--- config.mk ---
export PLATFORM = sky130hd
export DESIGN_NAME = xbus_data_seq
export DESIGN_NICKNAME = d
export VERILOG_FILES = /design/src/rtl/xbus_pkg.sv /design/src/rtl/xbus_rst_sync.sv /design/src/rtl/xbus_stretch_reg.sv /design/src/rtl/xbus_seq_ctrl.sv /design/src/rtl/xbus_phase_decode.sv /design/src/rtl/xbus_data_seq.sv
export SDC_FILE = /design/constraint.sdc
export NUM_CORES = 1
export LEC_CHECK = 0
export BUFFER_PORTS_ARGS = -buffer_cell sky130_fd_sc_hd__buf_2
export CAP_MARGIN = 15
export CORE_ASPECT_RATIO = 1.5
export CORE_MARGIN = 5
export CORE_UTILIZATION = 41
export CTS_BUF_LIST = sky130_fd_sc_hd__clkbuf_4 sky130_fd_sc_hd__clkbuf_8
export CTS_CLUSTER_DIAMETER = 30
export DETAILED_ROUTE_END_ITERATION = 7
export GPL_TIMING_DRIVEN = 0
export SLEW_MARGIN = 20
export SYNTH_ARGS = -nofsm -noshare
export SYNTH_HDL_FRONTEND = slang
export SYNTH_SLANG_ARGS = --single-unit
--- constraint.sdc ---
create_clock -name clk -period 6.9 [get_ports clk]
set_input_delay 0.345 -clock clk [delete_from_list [all_inputs] [get_ports clk]]
set_output_delay 0.345 -clock clk [all_outputs]
set_load 0.005 [all_outputs]
--- src/rtl/xbus_pkg.sv ---
package xbus_pkg;
  typedef enum logic [1:0] {
    ST_IDLE = 2'd0,
    ST_RUN  = 2'd1,
    ST_DONE = 2'd2
  } seq_state_e;
endpackage

--- src/rtl/xbus_rst_sync.sv ---
module xbus_rst_sync #(
  parameter int STAGES = 2
) (
  input  logic clk,
  input  logic arst_n,
  output logic srst_n
);
  logic [STAGES-1:0] sync_q;
  logic [STAGES-1:0] sync_d;

  generate
    if (STAGES == 1) begin : g_single
      assign sync_d = 1'b1;
    end else begin : g_chain
      assign sync_d = {sync_q[STAGES-2:0], 1'b1};
    end
  endgenerate

  always_ff @(posedge clk or negedge arst_n) begin
    if (!arst_n) sync_q <= '0;
    else         sync_q <= sync_d;
  end

  assign srst_n = sync_q[STAGES-1];
endmodule

--- src/rtl/xbus_stretch_reg.sv ---
module xbus_stretch_reg #(
  parameter int STR_W     = 3,
  parameter int RESET_VAL = 1
) (
  input  logic             clk,
  input  logic             rst_n,
  input  logic             cfg_we,
  input  logic [STR_W-1:0] cfg_val,
  output logic [STR_W-1:0] stretch_q
);
  logic [STR_W-1:0] stretch_d;

  always_comb begin
    stretch_d = stretch_q;
    if (cfg_we) stretch_d = cfg_val;
  end

  always_ff @(posedge clk or negedge rst_n) begin
    if (!rst_n) stretch_q <= STR_W'(RESET_VAL);
    else        stretch_q <= stretch_d;
  end

  // a write lands in the setting on the next clock
  assert_cfg_load_R10: assert property (@(posedge clk) disable iff (!rst_n)
    cfg_we |=> (stretch_q == $past(cfg_val)));
endmodule

--- src/rtl/xbus_seq_ctrl.sv ---
module xbus_seq_ctrl
  import xbus_pkg::*;
#(
  parameter int ADDR_W     = 16,
  parameter int DATA_W     = 8,
  parameter int STR_W      = 3,
  parameter int CLK_PER_MC = 4,
  parameter int BASE_MC    = 2,
  parameter int CNT_W      = 6
) (
  input  logic              clk,
  input  logic              rst_n,
  input  logic              req_valid,
  input  logic              req_write,
  input  logic [ADDR_W-1:0] req_addr,
  input  logic [DATA_W-1:0] req_wdata,
  input  logic [STR_W-1:0]  stretch_cfg,
  output logic              run,
  output logic              busy,
  output logic              done,
  output logic [CNT_W-1:0]  cnt_q,
  output logic [STR_W-1:0]  lat_stretch_q,
  output logic              lat_write_q,
  output logic [ADDR_W-1:0] lat_addr_q,
  output logic [DATA_W-1:0] lat_wdata_q
);
  seq_state_e       state_q, state_d;
  logic [CNT_W-1:0] cnt_d;
  logic [CNT_W-1:0] last_idx;
  logic             accept;

  assign accept   = (state_q == ST_IDLE) && req_valid;
  assign last_idx = CNT_W'((int'(lat_stretch_q) + BASE_MC) * CLK_PER_MC - 1);

  always_comb begin
    state_d = state_q;
    cnt_d   = cnt_q;
    case (state_q)
      ST_IDLE: begin
        if (accept) begin
          state_d = ST_RUN;
          cnt_d   = '0;
        end
      end
      ST_RUN: begin
        if (cnt_q == last_idx) state_d = ST_DONE;
        else                   cnt_d   = cnt_q + CNT_W'(1);
      end
      ST_DONE: state_d = ST_IDLE;
      default: state_d = ST_IDLE;
    endcase
  end

  always_ff @(posedge clk or negedge rst_n) begin
    if (!rst_n) begin
      state_q <= ST_IDLE;
      cnt_q   <= '0;
    end else begin
      state_q <= state_d;
      cnt_q   <= cnt_d;
    end
  end

  // request latches, loaded only on acceptance
  always_ff @(posedge clk or negedge rst_n) begin
    if (!rst_n) begin
      lat_stretch_q <= '0;
      lat_write_q   <= 1'b0;
      lat_addr_q    <= '0;
      lat_wdata_q   <= '0;
    end else if (accept) begin
      lat_stretch_q <= stretch_cfg;
      lat_write_q   <= req_write;
      lat_addr_q    <= req_addr;
      lat_wdata_q   <= req_wdata;
    end
  end

  assign run  = (state_q == ST_RUN);
  assign done = (state_q == ST_DONE);
  assign busy = (state_q != ST_IDLE);

  // acceptance starts the access at index 0
  assert_accept_R2: assert property (@(posedge clk) disable iff (!rst_n)
    (!busy && req_valid) |=> (run && cnt_q == '0));
  // done lasts one clock and frees the block
  assert_done_pulse_R2: assert property (@(posedge clk) disable iff (!rst_n)
    done |=> (!done && !busy));
  // the latched request is frozen while an access runs
  assert_frozen_R10: assert property (@(posedge clk) disable iff (!rst_n)
    busy |=> ($stable(lat_stretch_q) && $stable(lat_addr_q) && $stable(lat_write_q)));
  // the index never runs past the programmed length
  assert_cnt_range_R2: assert property (@(posedge clk) disable iff (!rst_n)
    run |-> (cnt_q <= last_idx));
endmodule

--- src/rtl/xbus_phase_decode.sv ---
module xbus_phase_decode #(
  parameter int STR_W      = 3,
  parameter int CLK_PER_MC = 4,
  parameter int CNT_W      = 6
) (
  input  logic             clk,
  input  logic             rst_n,
  input  logic             run,
  input  logic [CNT_W-1:0] cnt,
  input  logic [STR_W-1:0] stretch,
  input  logic             is_write,
  output logic             ale_on,
  output logic             addr_phase,
  output logic             data_drive,
  output logic             rd_strobe,
  output logic             wr_strobe,
  output logic             sample_now
);
  localparam int ALE_W       = CLK_PER_MC / 2;
  localparam int ADDR_LAST   = ALE_W;
  localparam int SHORT_START = CLK_PER_MC + CLK_PER_MC / 4;
  localparam int SHORT_LEN   = CLK_PER_MC / 2;

  logic [CNT_W-1:0] stb_start;
  logic [CNT_W-1:0] stb_end;
  logic             in_stb;

  always_comb begin
    if (stretch == '0) begin
      stb_start = CNT_W'(SHORT_START);
      stb_end   = CNT_W'(SHORT_START + SHORT_LEN);
    end else begin
      stb_start = CNT_W'(CLK_PER_MC);
      stb_end   = CNT_W'(CLK_PER_MC + CLK_PER_MC * int'(stretch));
    end
  end

  assign in_stb     = run && (cnt >= stb_start) && (cnt < stb_end);
  assign ale_on     = run && (cnt < CNT_W'(ALE_W));
  assign addr_phase = run && (cnt <= CNT_W'(ADDR_LAST));
  assign data_drive = run && is_write && (cnt > CNT_W'(ADDR_LAST)) && (cnt <= stb_end);
  assign rd_strobe  = in_stb && !is_write;
  assign wr_strobe  = in_stb && is_write;
  assign sample_now = run && !is_write && (cnt == stb_end - CNT_W'(1));

  // at most one strobe active
  assert_one_strobe_R4: assert property (@(posedge clk) disable iff (!rst_n)
    $onehot0({rd_strobe, wr_strobe}));
  // no strobe during the address latch pulse
  assert_ale_quiet_R5: assert property (@(posedge clk) disable iff (!rst_n)
    ale_on |-> (!rd_strobe && !wr_strobe));
  // port released while reading
  assert_rd_release_R8: assert property (@(posedge clk) disable iff (!rst_n)
    rd_strobe |-> (!addr_phase && !data_drive));
  // capture happens on the last strobe clock
  assert_sample_edge_R8: assert property (@(posedge clk) disable iff (!rst_n)
    sample_now |=> !rd_strobe);
endmodule

--- src/rtl/xbus_data_seq.sv ---
module xbus_data_seq #(
  parameter int ADDR_W      = 16,
  parameter int DATA_W      = 8,
  parameter int STR_W       = 3,
  parameter int CLK_PER_MC  = 4,
  parameter int BASE_MC     = 2,
  parameter int RESET_STR   = 1,
  parameter int SYNC_STAGES = 2
) (
  input  logic                    clk,
  input  logic                    rst_n,
  input  logic                    req_valid,
  input  logic                    req_write,
  input  logic [ADDR_W-1:0]       req_addr,
  input  logic [DATA_W-1:0]       req_wdata,
  input  logic                    cfg_we,
  input  logic [STR_W-1:0]        cfg_stretch,
  output logic                    busy,
  output logic                    done,
  output logic [DATA_W-1:0]       rdata,
  output logic                    ale,
  output logic                    psen_n,
  output logic                    rd_n,
  output logic                    wr_n,
  output logic [ADDR_W-DATA_W-1:0] addr_hi,
  output logic [DATA_W-1:0]       ad_out,
  output logic                    ad_oe,
  input  logic [DATA_W-1:0]       ad_in
);
  localparam int MAX_LEN = ((1 << STR_W) - 1 + BASE_MC) * CLK_PER_MC;
  localparam int CNT_W   = $clog2(MAX_LEN + 1);

  logic              srst_n;
  logic [STR_W-1:0]  stretch_q;
  logic              run;
  logic [CNT_W-1:0]  cnt;
  logic [STR_W-1:0]  lat_stretch;
  logic              lat_write;
  logic [ADDR_W-1:0] lat_addr;
  logic [DATA_W-1:0] lat_wdata;
  logic              ale_on, addr_phase, data_drive, rd_strobe, wr_strobe, sample_now;
  logic [DATA_W-1:0] rdata_q, rdata_d;

  xbus_rst_sync #(.STAGES(SYNC_STAGES)) u_rst (
    .clk(clk), .arst_n(rst_n), .srst_n(srst_n)
  );

  xbus_stretch_reg #(.STR_W(STR_W), .RESET_VAL(RESET_STR)) u_str (
    .clk(clk), .rst_n(srst_n), .cfg_we(cfg_we), .cfg_val(cfg_stretch),
    .stretch_q(stretch_q)
  );

  xbus_seq_ctrl #(
    .ADDR_W(ADDR_W), .DATA_W(DATA_W), .STR_W(STR_W),
    .CLK_PER_MC(CLK_PER_MC), .BASE_MC(BASE_MC), .CNT_W(CNT_W)
  ) u_ctrl (
    .clk(clk), .rst_n(srst_n),
    .req_valid(req_valid), .req_write(req_write),
    .req_addr(req_addr), .req_wdata(req_wdata),
    .stretch_cfg(stretch_q),
    .run(run), .busy(busy), .done(done), .cnt_q(cnt),
    .lat_stretch_q(lat_stretch), .lat_write_q(lat_write),
    .lat_addr_q(lat_addr), .lat_wdata_q(lat_wdata)
  );

  xbus_phase_decode #(
    .STR_W(STR_W), .CLK_PER_MC(CLK_PER_MC), .CNT_W(CNT_W)
  ) u_dec (
    .clk(clk), .rst_n(srst_n),
    .run(run), .cnt(cnt), .stretch(lat_stretch), .is_write(lat_write),
    .ale_on(ale_on), .addr_phase(addr_phase), .data_drive(data_drive),
    .rd_strobe(rd_strobe), .wr_strobe(wr_strobe), .sample_now(sample_now)
  );

  always_comb begin
    rdata_d = rdata_q;
    if (sample_now) rdata_d = ad_in;
  end

  always_ff @(posedge clk or negedge srst_n) begin
    if (!srst_n) rdata_q <= '0;
    else         rdata_q <= rdata_d;
  end

  assign rdata   = rdata_q;
  assign ale     = ale_on;
  assign psen_n  = 1'b1;
  assign rd_n    = !rd_strobe;
  assign wr_n    = !wr_strobe;
  assign ad_oe   = addr_phase || data_drive;
  assign ad_out  = addr_phase ? lat_addr[DATA_W-1:0] : (data_drive ? lat_wdata : '0);
  assign addr_hi = lat_addr[ADDR_W-1:DATA_W];

  // write data on the port for the whole write strobe
  assert_wr_data_R7: assert property (@(posedge clk) disable iff (!srst_n)
    !wr_n |-> (ad_oe && ad_out == lat_wdata));
  // port floats while reading
  assert_rd_float_R8: assert property (@(posedge clk) disable iff (!srst_n)
    !rd_n |-> !ad_oe);
  // data held one clock past the write strobe
  assert_wr_hold_R7: assert property (@(posedge clk) disable iff (!srst_n)
    $rose(wr_n) |-> (ad_oe && ad_out == lat_wdata));
  // no strobe outside an access
  assert_idle_quiet_R1: assert property (@(posedge clk) disable iff (!srst_n)
    !busy |-> (rd_n && wr_n && !ale && !ad_oe));
endmodule

# After elaboration in Yosys (flattened, before gate mapping)
# Cells that the tools add are included.
dict set report classes {
  reduce_logical 22
  n_lt_le_gt_ge 6
  addsub 5
  n_mux 10
  n_eq_ne 7
}
# operator n
set op_table {}
lappend op_table {{two-way mux 6 bit} 3}
lappend op_table {{two-way mux 8 bit} 2}
lappend op_table {{== test 6 bit} 2}
lappend op_table {{logical AND 1 bit} 12}
lappend op_table {{one-hot mux 6 bit (2 select lines)} 1}
lappend op_table {{adder 3 x 5 -> 6 bit, first input constant} 1}
lappend op_table {{adder 6 x 1 -> 6 bit, second input constant} 1}
lappend op_table {{>= comparator 6 x 3 -> 1 bit} 1}
lappend op_table {{> comparator 6 x 2 -> 1 bit, second input constant} 1}
lappend op_table {{<= comparator 6 x 2 -> 1 bit, second input constant} 1}
lappend op_table {{<= comparator 6 bit} 1}
lappend op_table {{< comparator 6 x 2 -> 1 bit, second input constant} 1}
lappend op_table {{< comparator 6 bit} 1}
lappend op_table {{subtractor 6 x 1 -> 6 bit, second input constant} 1}
lappend op_table {{subtractor 6 x 2 -> 6 bit, second input constant} 1}
lappend op_table {{adder 3 x 2 -> 4 bit, second input constant} 1}
lappend op_table {{two-way mux 2 bit} 2}
lappend op_table {{!= test 2 bit, second input constant} 2}
lappend op_table {{one-hot mux 2 bit (2 select lines)} 1}
lappend op_table {{nonzero test 2 bit} 2}
lappend op_table {{logical NOT 1 bit} 3}
lappend op_table {{logical NOT 3 bit} 1}
lappend op_table {{AND reduction 3 bit} 1}
lappend op_table {{== test 2 x 1 -> 1 bit, second input constant} 1}
lappend op_table {{other kinds (6)} 6}
dict set report word_totals {
  output_inout_bits 31
  reg_bits 49
  in_bits 40
}

# Logic depth before layout (Yosys ltp)
# Gate-level depths: netlist (run 1).
dict set report logic_depth {
  word_depth 7
  depth_mapped 14
  mapped_depth_nobuf 12
}

# By module
# Synthesis (run 1) repeated with hierarchy kept, for this count alone.
dict set report unflattened {
  hier_cells 278
  hier_area_um2 2632.5
}
# mod seq_area_each_um2 instances cells_each area_each_um2
set by_module_without_submodules {}
lappend by_module_without_submodules {xbus_seq_ctrl 900.9 1 175 1602.8}
lappend by_module_without_submodules {xbus_data_seq 200.2 1 36 459.2}
lappend by_module_without_submodules {xbus_phase_decode 0.0 1 58 406.6}
lappend by_module_without_submodules {xbus_stretch_reg 76.3 1 6 110.1}
lappend by_module_without_submodules {xbus_rst_sync 50.0 1 3 53.8}

# Least setup slack after synthesis (run 1)
# No wires, ideal clock.
dict set report synth_path {
  kind {register to output}
  start {register u_ctrl.lat_stretch_q[0]}
  end {output ad_out[0]}
  t_arrival_ns 2.737
  setup_slack_ns 3.818
  n_path_buf 2
  stages_incl_launch_ff 13
  path_cell_list {dfrtp_1 -> clkbuf_2 -> inv_1 -> ha_1 -> or3b_2 -> and2_1 -> ha_1 -> a21o_1 -> a21oi_1 -> nand3_1 -> a211o_1 -> buf_1 -> o22ai_1}
}
dict set report synth_between {
  elab_chain_len 6
}
# item line_no
set synth_rtl {}
lappend synth_rtl {{start: declaration} xbus_seq_ctrl.sv:22} ;# output logic [STR_W-1:0] lat_stretch_q,
lappend synth_rtl {{start signal: assignment} xbus_seq_ctrl.sv:72} ;# lat_stretch_q <= stretch_cfg;
lappend synth_rtl {{adder 3 x 5 -> 6 bit / logical NOT 3 bit (equally long branches)} {xbus_phase_decode.sv:34, xbus_phase_decode.sv:29}}
lappend synth_rtl {{two-way mux 6 bit *} xbus_phase_decode.sv:29} ;# if (stretch == '0) begin
lappend synth_rtl {{<= comparator 6 bit *} xbus_phase_decode.sv:41} ;# assign data_drive = run && is_write && (cnt > CNT_W'(ADDR_LAST)) && (cnt <= stb_end);
lappend synth_rtl {{logical AND 1 bit *} xbus_phase_decode.sv:41}
lappend synth_rtl {{two-way mux 8 bit * (2 in series)} xbus_data_seq.sv:91} ;# assign ad_out = addr_phase ? lat_addr[DATA_W-1:0] : (data_drive ? lat_wdata : '0);
lappend synth_rtl {{end: declaration} xbus_data_seq.sv:26} ;# output logic [DATA_W-1:0] ad_out,
# Mark *: on every way between the ends. The rest lies on a longest branch, timed or not.

# Worst setup path in the final report (run 1)
dict set report layout_path {
  start {register u_ctrl.lat_stretch_q[0]}
  end {output ad_out[2]}
}
# Same word-level chain as after synthesis.

==> results of run 1 <==
## timing repair
item / 4_1_cts / 5_1_grt
gates resized for setup: 0 / 0
hold endpoints to repair: 2 / 0
hold buffers: 1 / 0
## per-layer routing
layer	up-vias	part of all wire, %	track usage (%)	wire [um]
met4	0	2.3	5.750	138
met1	1021	41	20.31	2508
met3	13	4.9	3.721	300
met2	52	52	27.38	3171
met5	-	0	0	0
li1	1117	-	-	-
## cells in the final DEF (no fill, tap or decap), drive strengths merged, types with 3 or more instances in the layout
| cell | count |
|---|---|
| dfrtp | 48 |
| o22ai | 8 |
| inv | 9 |
| o211ai | 3 |
| ha | 14 |
| buf | 83 |
| o21ai | 9 |
| clkbuf | 16 |
| mux2 | 11 |
| nand2 | 102 |
| nor2b | 3 |
| xnor2 | 3 |
| o31ai | 5 |
| nor2 | 6 |
| nand4 | 3 |
| nand3 | 8 |
## registers in the layout, indices dropped and copies added, names as in the netlist
register / count
u_ctrl.lat_write_q: 1
u_str.stretch_q: 3
u_ctrl.lat_wdata_q: 8
u_ctrl.cnt_q: 6
rdata: 8
u_ctrl.lat_stretch_q: 3
u_ctrl.lat_addr_q: 16
u_rst.sync_q: 2
u_ctrl.state_q: 2
## power groups by stage
stage / Sequential [W] / Combinational, W / Clock, W
after global placement: 0.000305 / 0.0000184 / 0
after floorplan: 0.000304 / 0.00000471 / 0
after CTS: 0.000297 / 0.0000241 / 0.000183
after detailed placement: 0.000302 / 0.0000236 / 0
after global routing: 0.000297 / 0.0000268 / 0.000196
final: 0.000296 / 0.0000233 / 0.000180
## worst max-delay path, stage by stage, from the launching register on
cell      delay (ns)
dfrtp_1         0.38
clkbuf_2        0.21
inv_1           0.15
ha_1            0.27
or3b_2          0.47
and2_1          0.17
ha_1            0.32
a21o_1          0.17
a21oi_1         0.14
nand3_1         0.13
a211o_1         0.27
buf_1           0.19
o22ai_1         0.23
buf_2           0.15
## per-stage QoR
stage          setup WS, ns  instances  total power (W)  util (%)
6_report              3.016        446        0.0004993     50.45
5_1_grt               2.802        446        0.0005204     50.45
4_1_cts               3.010        446        0.0005038     50.45
3_5_place_dp          3.360        437        0.0003259     48.81
3_3_place_gp          3.370        436        0.0003236     48.47
2_1_floorplan         3.818        291        0.0003083         -
## cell type report
type                    count  area share (%)
well taps                  76           2.947
plain buffers              24           3.916
clock buffers               5           2.133
flip-flops and latches     49           38.08
inverters                   8          0.9306
multi-input cells         210           39.55
repair buffers             71           11.63
clock inverters             3          0.8143
## path summary, 6_finish.rpt
check	to	cells past startpoint
max in group asynchronous	u_ctrl.lat_addr_q[8]$_DFFE_PN0P_	1
min in group clk	u_ctrl.lat_wdata_q[7]$_DFFE_PN0P_	3
min	u_str.stretch_q[2]$_DFFE_PN0P_	0
max reg2reg	rdata[6]$_DFFE_PN0P_	10
min reg2reg	u_str.stretch_q[2]$_DFFE_PN0P_	0
max	ad_out[2]	13
## cell families (layout without fill, tap and decap cells)
logic type | Yosys count | in the layout | synth area share [%]
compound gates | 34 | 34 | 9.139
mux | 12 | 12 | 5.040
buf+inv | 32 | 111 | 5.888
simple gates | 142 | 142 | 24.49
other cells | 1 | 2 | 0.1412
xor+xnor | 6 | 6 | 2.497
flops | 49 | 49 | 46.21
fa+ha+maj | 14 | 14 | 6.595
==> reports/metrics.csv, run 1 <==
stage;metric;value;unit
floorplanning;ios;71;
status;outcome;complete, no violations;
cts;cts_buffers;5;
layout;multi_input_area;0.001276;mm^2
detailed_routing;routed-via-count;2203;
floorplanning;dieWidth;75.72;um
sta;slew_headroom;66.01;%
sta;fin_crit;3.884;ns
layout;drive_above_1_share;29.46;%
synth;post-synth-top-count-cell;nand2_1;
sta;max_freq;257.5;MHz
detailed_routing;dr.pass1.iters;4;
synth;ys_types;51;
critical_path;reg2reg_slack;3.90;ns
cts;tritoncts;done;
global_route;grt_pass1_vias;2311;
synth;async_flop_share;100.0;%
critical_path;startpoint;u_ctrl.lat_stretch_q[0]$_DFFE_PN0P_;
detailed_routing;antenna_left;0;
critical_path;crit_required;6.55;ns
floorplanning;rows;36;
critical_path;cp.arrival;3.54;ns
synth;avgSynthCellArea;9.160;um^2
cts;ctsRootBufferMaster;clkbuf_8;
place;port_buffers;69;
pwr;pwr-share-clk;36.0;%
critical_path;path_max_fanout;9;
sta;setup_violations;0;
cts;post-cts-setup-buffer-count;0;
synth;ys_ff_latch;49;
cts;clk_pin_slew;0.10;ns
critical_path;worstSetupPathType;reg2out;
pwr;p_int;0.0003804;W
detailed_routing;wl_per_cell;13.72;um
critical_path;timing.rr.start;u_ctrl.lat_stretch_q[0]$_DFFE_PN0P_;
sta;rsz0062_at_grt;false;
layout;fillers;652;
global_route;antenna_found_initial;0;
cts;cts.sinks;49;
pwr;pwr-share-comb;4.7;%
pwr;powerDensity;154.7;mW/mm^2
floorplanning;die-height;108.6;um
sta;finalSetupTns;0;ns
layout;final_area;0.003227;mm^2
pwr;power_leakage;1.635;nW
global_route;grt_use_total;16.37;%
place;dpl.hpwl;4836;um
sta;whs;0.2134;ns
synth;synth_top_area_cell;dfrtp_1;
place;place_area;0.003122;mm^2
critical_path;start_kind;flop;
detailed_routing;drtIter0Drc;73;
cts;clkLatencyLatePin;0.31;ns
pwr;pwr-share-seq;59.3;%
synth;synth-main-ff-cell;dfrtp_1;
global_route;grt.overflow.total;0;
sta;hold_viol;0;
synth;ys_seq_area_share;46.21;%
synth;yosys_warnings;0;
run;cap_violations;0;
synth;netlist_area;0.002656;mm^2
synth;syn-instance-count;290;
synth;netlist_top_cells_area;dfrtp_1 45%, nand2_1 14%, ha_1 6.6%;
sta;worstMarginPinSlew;0.5099;ns
cts;cts_max_path_buffers;2;
cts;cts-htree-levels;2;
synth;yosys.area.top_type_share;45.22;%
floorplanning;coreArea;0.006396;mm^2
synth;netlist_top_cells_count;102 x nand2_1, 48 x dfrtp_1, 14 x ha_1;
global_route;grt_max_degree;30;
detailed_routing;routed_wl;6118;um
sta;skew;0.01167;ns
layout;antennaDiodeCount;0;
global_route;grt_pass1_wl;10320;um
pwr;peakVddDrop;127.0;uV
pwr;switching_share;23.81;%
detailed_routing;viasPerCell;4.939;
synth;synth_edf_count;0;
layout;nets;423;
layout;register_area;0.001229;mm^2
detailed_routing;drc_errors;0;
layout;synthToLayoutAreaGrowth;21.48;%
floorplanning;dieArea;0.008222;mm^2
hold_path;hp-class;reg2async;
pwr;switchingPower;0.0001189;W
sta;period_share;56.28;%
place;place_congestion;0.8338;
floorplanning;start_util;41.53;%
critical_path;end_kind;output pin;
sta;slew_violations;0;
(Power assumes the default switching activity.)
==> run 2: changes to the inputs <==
==> constraint.sdc (replaced) <==
create_clock -name clk -period 3.8 [get_ports clk]
set_input_delay 0.19 -clock clk [delete_from_list [all_inputs] [get_ports clk]]
set_output_delay 0.19 -clock clk [all_outputs]
set_load 0.005 [all_outputs]
==> run 2 against run 1 <==
Clock skew is essentially flat; global-route usage is the same; clock-buffer cell count is the same; power grew 81%; critical path depth shrank 1; design area is the same; worst hold slack lost 0.15 ns; wire length is essentially flat; sequential power grew 82%; combinational power grew 82%; die area is the same; setup slack lost 2.8 ns.
==> reports/metrics.csv, run 2 (synthesis gave the netlist of run 1 again) <==
stage;metric;value;unit;change
layout;drive_above_1_share;29.81;%;+0.35 points
pwr;pwr-share-clk;36.0;%;about the same
cts;cts-htree-levels;2;;unchanged
place;port_buffers;69;;unchanged
sta;period_share;94.92;%;
floorplanning;dieArea;0.008222;mm^2;unchanged
floorplanning;die-height;108.6;um;unchanged
detailed_routing;drc_errors;0;;unchanged
sta;fin_crit;3.607;ns;
cts;clk_pin_slew;0.10;ns;about the same
pwr;powerDensity;280.8;mW/mm^2;+81%
hold_path;hp-class;in2reg;;
cts;cts_max_path_buffers;2;;unchanged
pwr;pwr-share-comb;4.7;%;about the same
layout;final_cell_mix;102 x nand2_1, 70 x buf_2, 47 x dfrtp_1;;
detailed_routing;routed_wl;6119;um;about the same
critical_path;cp.arrival;3.42;ns;-0.12 ns
global_route;grt_max_degree;30;;unchanged
pwr;switching_share;23.77;%;-0.036 points
floorplanning;rows;36;;unchanged
floorplanning;ios;71;;unchanged
sta;setup_violations;0;;unchanged
pwr;peakVddDrop;230.6;uV;+82%
critical_path;worstSetupPathType;reg2out;;
critical_path;reg2reg_slack;0.82;ns;-3.08 ns
critical_path;timing.critical_path.mode_cell;ha_1;;
sta;slew_violations;0;;unchanged
pwr;switchingPower;0.0002154;W;+81%
place;place_congestion;0.8338;;unchanged
detailed_routing;drtIter0Drc;94;;+29%
sta;worstMarginPinSlew;0.5270;ns;+0.01709 ns
global_route;grt_pass1_wl;10320;um;unchanged
layout;final_common_cell;nand2_1;;
floorplanning;start_util;41.53;%;unchanged
layout;antennaDiodeCount;0;;unchanged
layout;synthToLayoutAreaGrowth;21.48;%;unchanged
cts;cts_buffers;5;;unchanged
sta;rsz0062_at_grt;false;;
detailed_routing;antenna_left;0;;unchanged
cts;tritoncts;done;;
place;dpl.hpwl;4836;um;unchanged
critical_path;end_kind;output pin;;
global_route;antenna_found_initial;0;;unchanged
pwr;p_int;0.0006908;W;+82%
pwr;power_leakage;1.633;nW;-0.15%
layout;nets;422;;-0.24%
floorplanning;dieWidth;75.72;um;unchanged
critical_path;critPathTopFamily;compound AO/OA/AOI/OAI gates;;
cts;ctsRootBufferMaster;clkbuf_8;;
status;outcome;complete, no violations;;
sta;finalSetupTns;0;ns;unchanged
critical_path;critical_path.cell_chain;clkbuf_4 > inv_1 > ha_1 > or3b_2 > and2_1 > ha_1 > a21o_1 > a21oi_1 > nand3_1 > a211o_2 > o22ai_1 > buf_2;;
critical_path;crit_required;3.61;ns;-2.94 ns
run;cap_violations;0;;unchanged
cts;cts.sinks;49;;unchanged
sta;whs;0.06365;ns;-0.1498 ns
detailed_routing;wl_per_cell;13.75;um;+0.24%
floorplanning;coreArea;0.006396;mm^2;unchanged
global_route;grt_use_total;16.37;%;unchanged
critical_path;crit_slowest_cell;or3b_2;;
sta;max_freq;277.2;MHz;
detailed_routing;dr.pass1.iters;4;;unchanged
critical_path;path_buf_inv;3;;-1
place;pre_cts_ws;0.4148;ns;-2.945 ns
detailed_routing;routed-via-count;2203;;unchanged
critical_path;start_kind;flop;;
detailed_routing;viasPerCell;4.951;;+0.22%
sta;skew;0.01166;ns;-0.000007000 ns
layout;largest_reg_flops;16;;unchanged
sta;setup_slack;0.1929;ns;-2.823 ns
global_route;grt.overflow.total;0;;unchanged
cts;clkLatencyLatePin;0.31;ns;about the same
layout;regMostFlops;u_ctrl.lat_addr_q;;
global_route;grt_pass1_vias;2311;;unchanged
critical_path;slowest_delay;0.47;ns;about the same
critical_path;path_max_fanout;9;;unchanged
sta;hold_viol;0;;unchanged
sta;slew_headroom;64.87;%;-1.1 points
pwr;pwr-share-seq;59.4;%;about the same
[run 2: cell count changes in the layout (fill, tap and decap cells not counted)]
cell      previous run  this run
a211o_2              0         1
buf_1                3         2
clkbuf_4             0         1
clkbuf_2             1         0
a211o_1              1         0
[run 2: power groups by stage]
| stage | Clock [W] | Sequential [W] | Combinational, W |
|---|---|---|---|
| 6_report | 0.000326 | 0.000538 | 0.0000424 |
| 5_1_grt | 0.000356 | 0.000540 | 0.0000486 |
| 4_1_cts | 0.000332 | 0.000539 | 0.0000438 |
| 3_5_place_dp | 0 | 0.000549 | 0.0000429 |
| 3_3_place_gp | 0 | 0.000554 | 0.0000334 |
| 2_1_floorplan | 0 | 0.000551 | 0.00000854 |
[run 2: final cells by class]
type | instances | area [um^2]
Clock buffer | 5 | 68.82
Multi-Input combinational cell | 210 | 1277
Fill cell | 649 | 3169
Tap cell | 76 | 95.09
Buffer | 23 | 125.1
Clock inverter | 3 | 26.28
Timing Repair Buffer | 71 | 375.4
Sequential cell | 49 | 1229
Inverter | 8 | 30.03
[run 2: routing by layer]
layer | track usage (%) | part of all wire, % | vias up
met2 | 27.38 | 52 | 55
li1 | - | - | 1115
met1 | 20.31 | 41 | 1022
met5 | 0 | 0 | -
met3 | 3.721 | 5.0 | 11
met4 | 5.750 | 2.0 | 0
[run 2: final timing paths]
| path | startpoint | end | cells past startpoint |
|---|---|---|---|
| worst min-delay path | req_wdata[7] | u_ctrl.lat_wdata_q[7]$_DFFE_PN0P_ | 3 |
| worst min register to register | u_rst.sync_q[1]$_DFF_PN0_ | u_str.stretch_q[2]$_DFFE_PN0P_ | 0 |
| worst max register to register | u_ctrl.lat_stretch_q[0]$_DFFE_PN0P_ | rdata[6]$_DFFE_PN0P_ | 10 |
| max in group asynchronous | u_rst.sync_q[1]$_DFF_PN0_ | u_ctrl.lat_addr_q[8]$_DFFE_PN0P_ | 1 |
| min in group asynchronous | rst_n | u_rst.sync_q[1]$_DFF_PN0_ | 2 |
| worst max-delay path | u_ctrl.lat_stretch_q[0]$_DFFE_PN0P_ | ad_out[2] | 12 |
[run 2: worst register-to-register path, cell delays in order, from the launching register on]
cell and delay, ns:
dfrtp_1 0.41, clkbuf_4 0.18, inv_1 0.19, ha_1 0.24, nand2b_4 0.09, inv_2 0.09, ha_1 0.25, or4_1 0.61
a2111oi_4 0.27, nand4_4 0.22, mux2_2 0.33
[run 2: repair_timing]
| action | 4_1_cts | 5_1_grt |
|---|---|---|
| setup endpoints to repair | 0 | 9 |
| hold buffers | 1 | 0 |
| setup buffers | 0 | 0 |
| hold endpoints to repair | 2 | 0 |
| gates resized for setup | 0 | 3 |
[run 2: through the flow]
step	utilization [%]	cell area (um^2)	power, W	cells
6_report	50.45	3227	0.0009062	445
5_1_grt	50.45	3227	0.0009449	445
2_1_floorplan	-	2660	0.0005599	291
3_3_place_gp	48.47	3100	0.0005876	436
4_1_cts	50.45	3227	0.0009147	446
3_5_place_dp	48.81	3122	0.0005918	437
==> run 3: changes to the inputs <==
--- a/config.mk
+++ b/config.mk
@@ -5,7 +5,7 @@
 export SDC_FILE = /design/constraint.sdc
 export NUM_CORES = 1
 export LEC_CHECK = 0
-export BUFFER_PORTS_ARGS = -buffer_cell sky130_fd_sc_hd__buf_2
+export BUFFER_PORTS_ARGS = -buffer_cell sky130_fd_sc_hd__buf_4
 export CAP_MARGIN = 15
 export CORE_ASPECT_RATIO = 1.5
 export CORE_MARGIN = 5
==> run 3 against run 2 <==
Clock-buffer cell count unchanged; flip-flop and latch count unchanged; register-to-register slack got worse by 0.02 ns; power increased by 1.0%; first-iteration DRC count increased by 45%; non-clock buffer count unchanged; critical path depth unchanged; final cell count unchanged; clock skew decreased by 0.0026 ns.
==> reports/metrics.csv, run 3 (synthesis gave the netlist of run 1 again) <==
stage;metric;value;unit;change
sta;period_share;95.88;%;+0.96 points
global_route;antenna_found_initial;0;;unchanged
sta;skew;0.009044;ns;-0.002615 ns
cts;post-cts-setup-buffer-count;0;;unchanged
critical_path;worstSetupPathType;reg2out;;
critical_path;crit_required;3.61;ns;about the same
critical_path;path_max_fanout;9;;unchanged
detailed_routing;viasPerCell;4.937;;-0.27%
floorplanning;start_util;41.53;%;unchanged
cts;clkLatencyLatePin;0.30;ns;about the same
place;port_buffers;69;;unchanged
layout;final_area;0.003432;mm^2;+6.4%
cts;clk_pin_slew;0.10;ns;about the same
detailed_routing;routed-via-count;2197;;-0.27%
layout;drive_above_1_share;30.89;%;+1.1 points
detailed_routing;routed_wl;6296;um;+2.9%
layout;largest_reg_flops;16;;unchanged
cts;cts_max_path_buffers;2;;unchanged
sta;hold_viol;0;;unchanged
cts;cts-htree-levels;2;;unchanged
cts;cts_buffers;5;;unchanged
critical_path;start_kind;flop;;
floorplanning;die-height;108.6;um;unchanged
global_route;grt.overflow.total;0;;unchanged
pwr;power_leakage;1.696;nW;+3.9%
sta;rsz0062_at_grt;false;;
detailed_routing;dr.pass1.iters;4;;unchanged
detailed_routing;drtIter0Drc;136;;+45%
cts;tritoncts;done;;
layout;final_common_cell;nand2_1;;
detailed_routing;antenna_left;0;;unchanged
detailed_routing;wl_per_cell;14.15;um;+2.9%
run;cap_violations;0;;unchanged
place;dpl.hpwl;5028;um;+4.0%
pwr;pwr-share-comb;6.0;%;+1.3 points
detailed_routing;drc_errors;0;;unchanged
global_route;grt_pass1_vias;2260;;-2.2%
cts;ctsRootBufferMaster;clkbuf_8;;
layout;final_cell_mix;102 x nand2_1, 78 x buf_4, 47 x dfrtp_1;;
place;place_area;0.003294;mm^2;+5.5%
layout;fin_cells;445;;unchanged
sta;fin_crit;3.643;ns;+0.03631 ns
layout;antennaDiodeCount;0;;unchanged
layout;regMostFlops;u_ctrl.lat_addr_q;;
floorplanning;coreArea;0.006396;mm^2;unchanged
critical_path;cp.arrival;3.45;ns;+0.03 ns
global_route;grt_pass1_wl;10540;um;+2.1%
layout;nets;422;;unchanged
floorplanning;dieArea;0.008222;mm^2;unchanged
global_route;grt_max_degree;27;;-10%
pwr;switchingPower;0.0002110;W;-2.1%
place;place_congestion;0.8021;;-3.8%
cts;cts.sinks;49;;unchanged
status;outcome;complete, no violations;;
pwr;peakVddDrop;259.8;uV;+13%
floorplanning;ios;71;;unchanged
pwr;switching_share;23.05;%;-0.72 points
critical_path;end_kind;output pin;;
sta;worstMarginPinSlew;0.5085;ns;-0.01850 ns
global_route;grt_use_total;16.78;%;+0.40 points
place;placed_cells;437;;unchanged
sta;finalSetupTns;0;ns;unchanged
layout;synthToLayoutAreaGrowth;29.20;%;
pwr;powerDensity;266.7;mW/mm^2;-5.0%
pwr;p_int;0.0007043;W;+2.0%
pwr;pwr-share-clk;35.1;%;-0.9 points
hold_path;hp-class;in2reg;;
sta;slew_headroom;66.10;%;+1.2 points
sta;setup_violations;0;;unchanged
pwr;pwr-share-seq;58.9;%;-0.5 points
floorplanning;rows;36;;unchanged
sta;max_freq;274.5;MHz;-1.0%
floorplanning;dieWidth;75.72;um;unchanged
sta;slew_violations;0;;unchanged
## run 3: changes by cell type in the layout (fill, tap and decap cells not counted)
cell	previous run	this run
o22ai_1	8	4
inv_6	0	1
o22ai_2	0	4
buf_2	70	1
buf_4	9	78
inv_8	1	0
a211o_2	1	0
a211o_4	0	1
clkinvlp_4	2	0
clkinv_4	0	2
## run 3: cell type report
class                   count  area [um^2]
inverters                   8        30.03
fillers                   636         2964
multi-input cells         210         1310
repair buffers             71        548.0
flip-flops and latches     49         1229
clock inverters             3        26.28
clock buffers               5        68.82
plain buffers              23        125.1
well taps                  76        95.09
## run 3: metal layers
layer | part of all wire (%) | GRT usage (%) | vias to the layer above | wire length [um]
li1 | - | - | 1113 | -
met1 | 40 | 21.28 | 1036 | 2534
met2 | 54 | 28.37 | 43 | 3426
met3 | 4.4 | 3.628 | 5 | 274
met4 | 0.97 | 4.500 | 0 | 61
met5 | 0 | 0 | - | 0
## run 3: worst paths after layout
kind	start	endpoint	slack [ns]	cells after the start
max	u_ctrl.lat_stretch_q[0]$_DFFE_PN0P_	ad_out[3]	0.16	12
min	req_addr[12]	u_ctrl.lat_addr_q[12]$_DFFE_PN0P_	0.07	3
max reg2reg	u_ctrl.lat_stretch_q[0]$_DFFE_PN0P_	rdata[5]$_DFFE_PN0P_	0.80	10
min reg2reg	u_rst.sync_q[1]$_DFF_PN0_	u_ctrl.lat_wdata_q[5]$_DFFE_PN0P_	0.24	0
max in group asynchronous	u_rst.sync_q[1]$_DFF_PN0_	u_str.stretch_q[0]$_DFFE_PN1P_	2.98	1
min in group asynchronous	rst_n	u_rst.sync_q[0]$_DFF_PN0_	0.19	2
## run 3: power by group through the flow
stage                     Combinational, W  Clock, W  Sequential [W]
after floorplan                 0.00000854         0        0.000551
after global placement           0.0000467         0        0.000555
after detailed placement         0.0000555         0        0.000550
after CTS                        0.0000564  0.000334        0.000540
after global routing             0.0000606  0.000355        0.000541
final                            0.0000550  0.000321        0.000539
## run 3: metrics by stage
step | hold slack [ns] | setup slack, ns | total power [W] | utilization [%]
2_1_floorplan | -0.1056 | 0.8727 | 0.0005599 | -
3_3_place_gp | -0.02766 | 0.4388 | 0.0006014 | 51.17
3_5_place_dp | -0.02336 | 0.3914 | 0.0006056 | 51.51
4_1_cts | 0.05613 | 0.04071 | 0.0009302 | 53.15
5_1_grt | 0.05615 | 0.006429 | 0.0009564 | 53.66
6_report | 0.06892 | 0.1566 | 0.0009152 | 53.66
## run 3: timing repair
action                     4_1_cts  5_1_grt
hold endpoints to repair         2        0
setup endpoints to repair        0        9
gates resized for setup          0        8
hold buffers                     1        0
## run 3: worst max-delay path: stages (launching register included)
cell and delay, ns:
dfrtp_1 0.38, clkbuf_4 0.20, inv_1 0.12, ha_1 0.26, or3b_2 0.47, and2_1 0.17, ha_1 0.31, a21o_1 0.17
a21oi_1 0.14, nand3_1 0.14, a211o_4 0.40, o22ai_1 0.22, buf_4 0.15
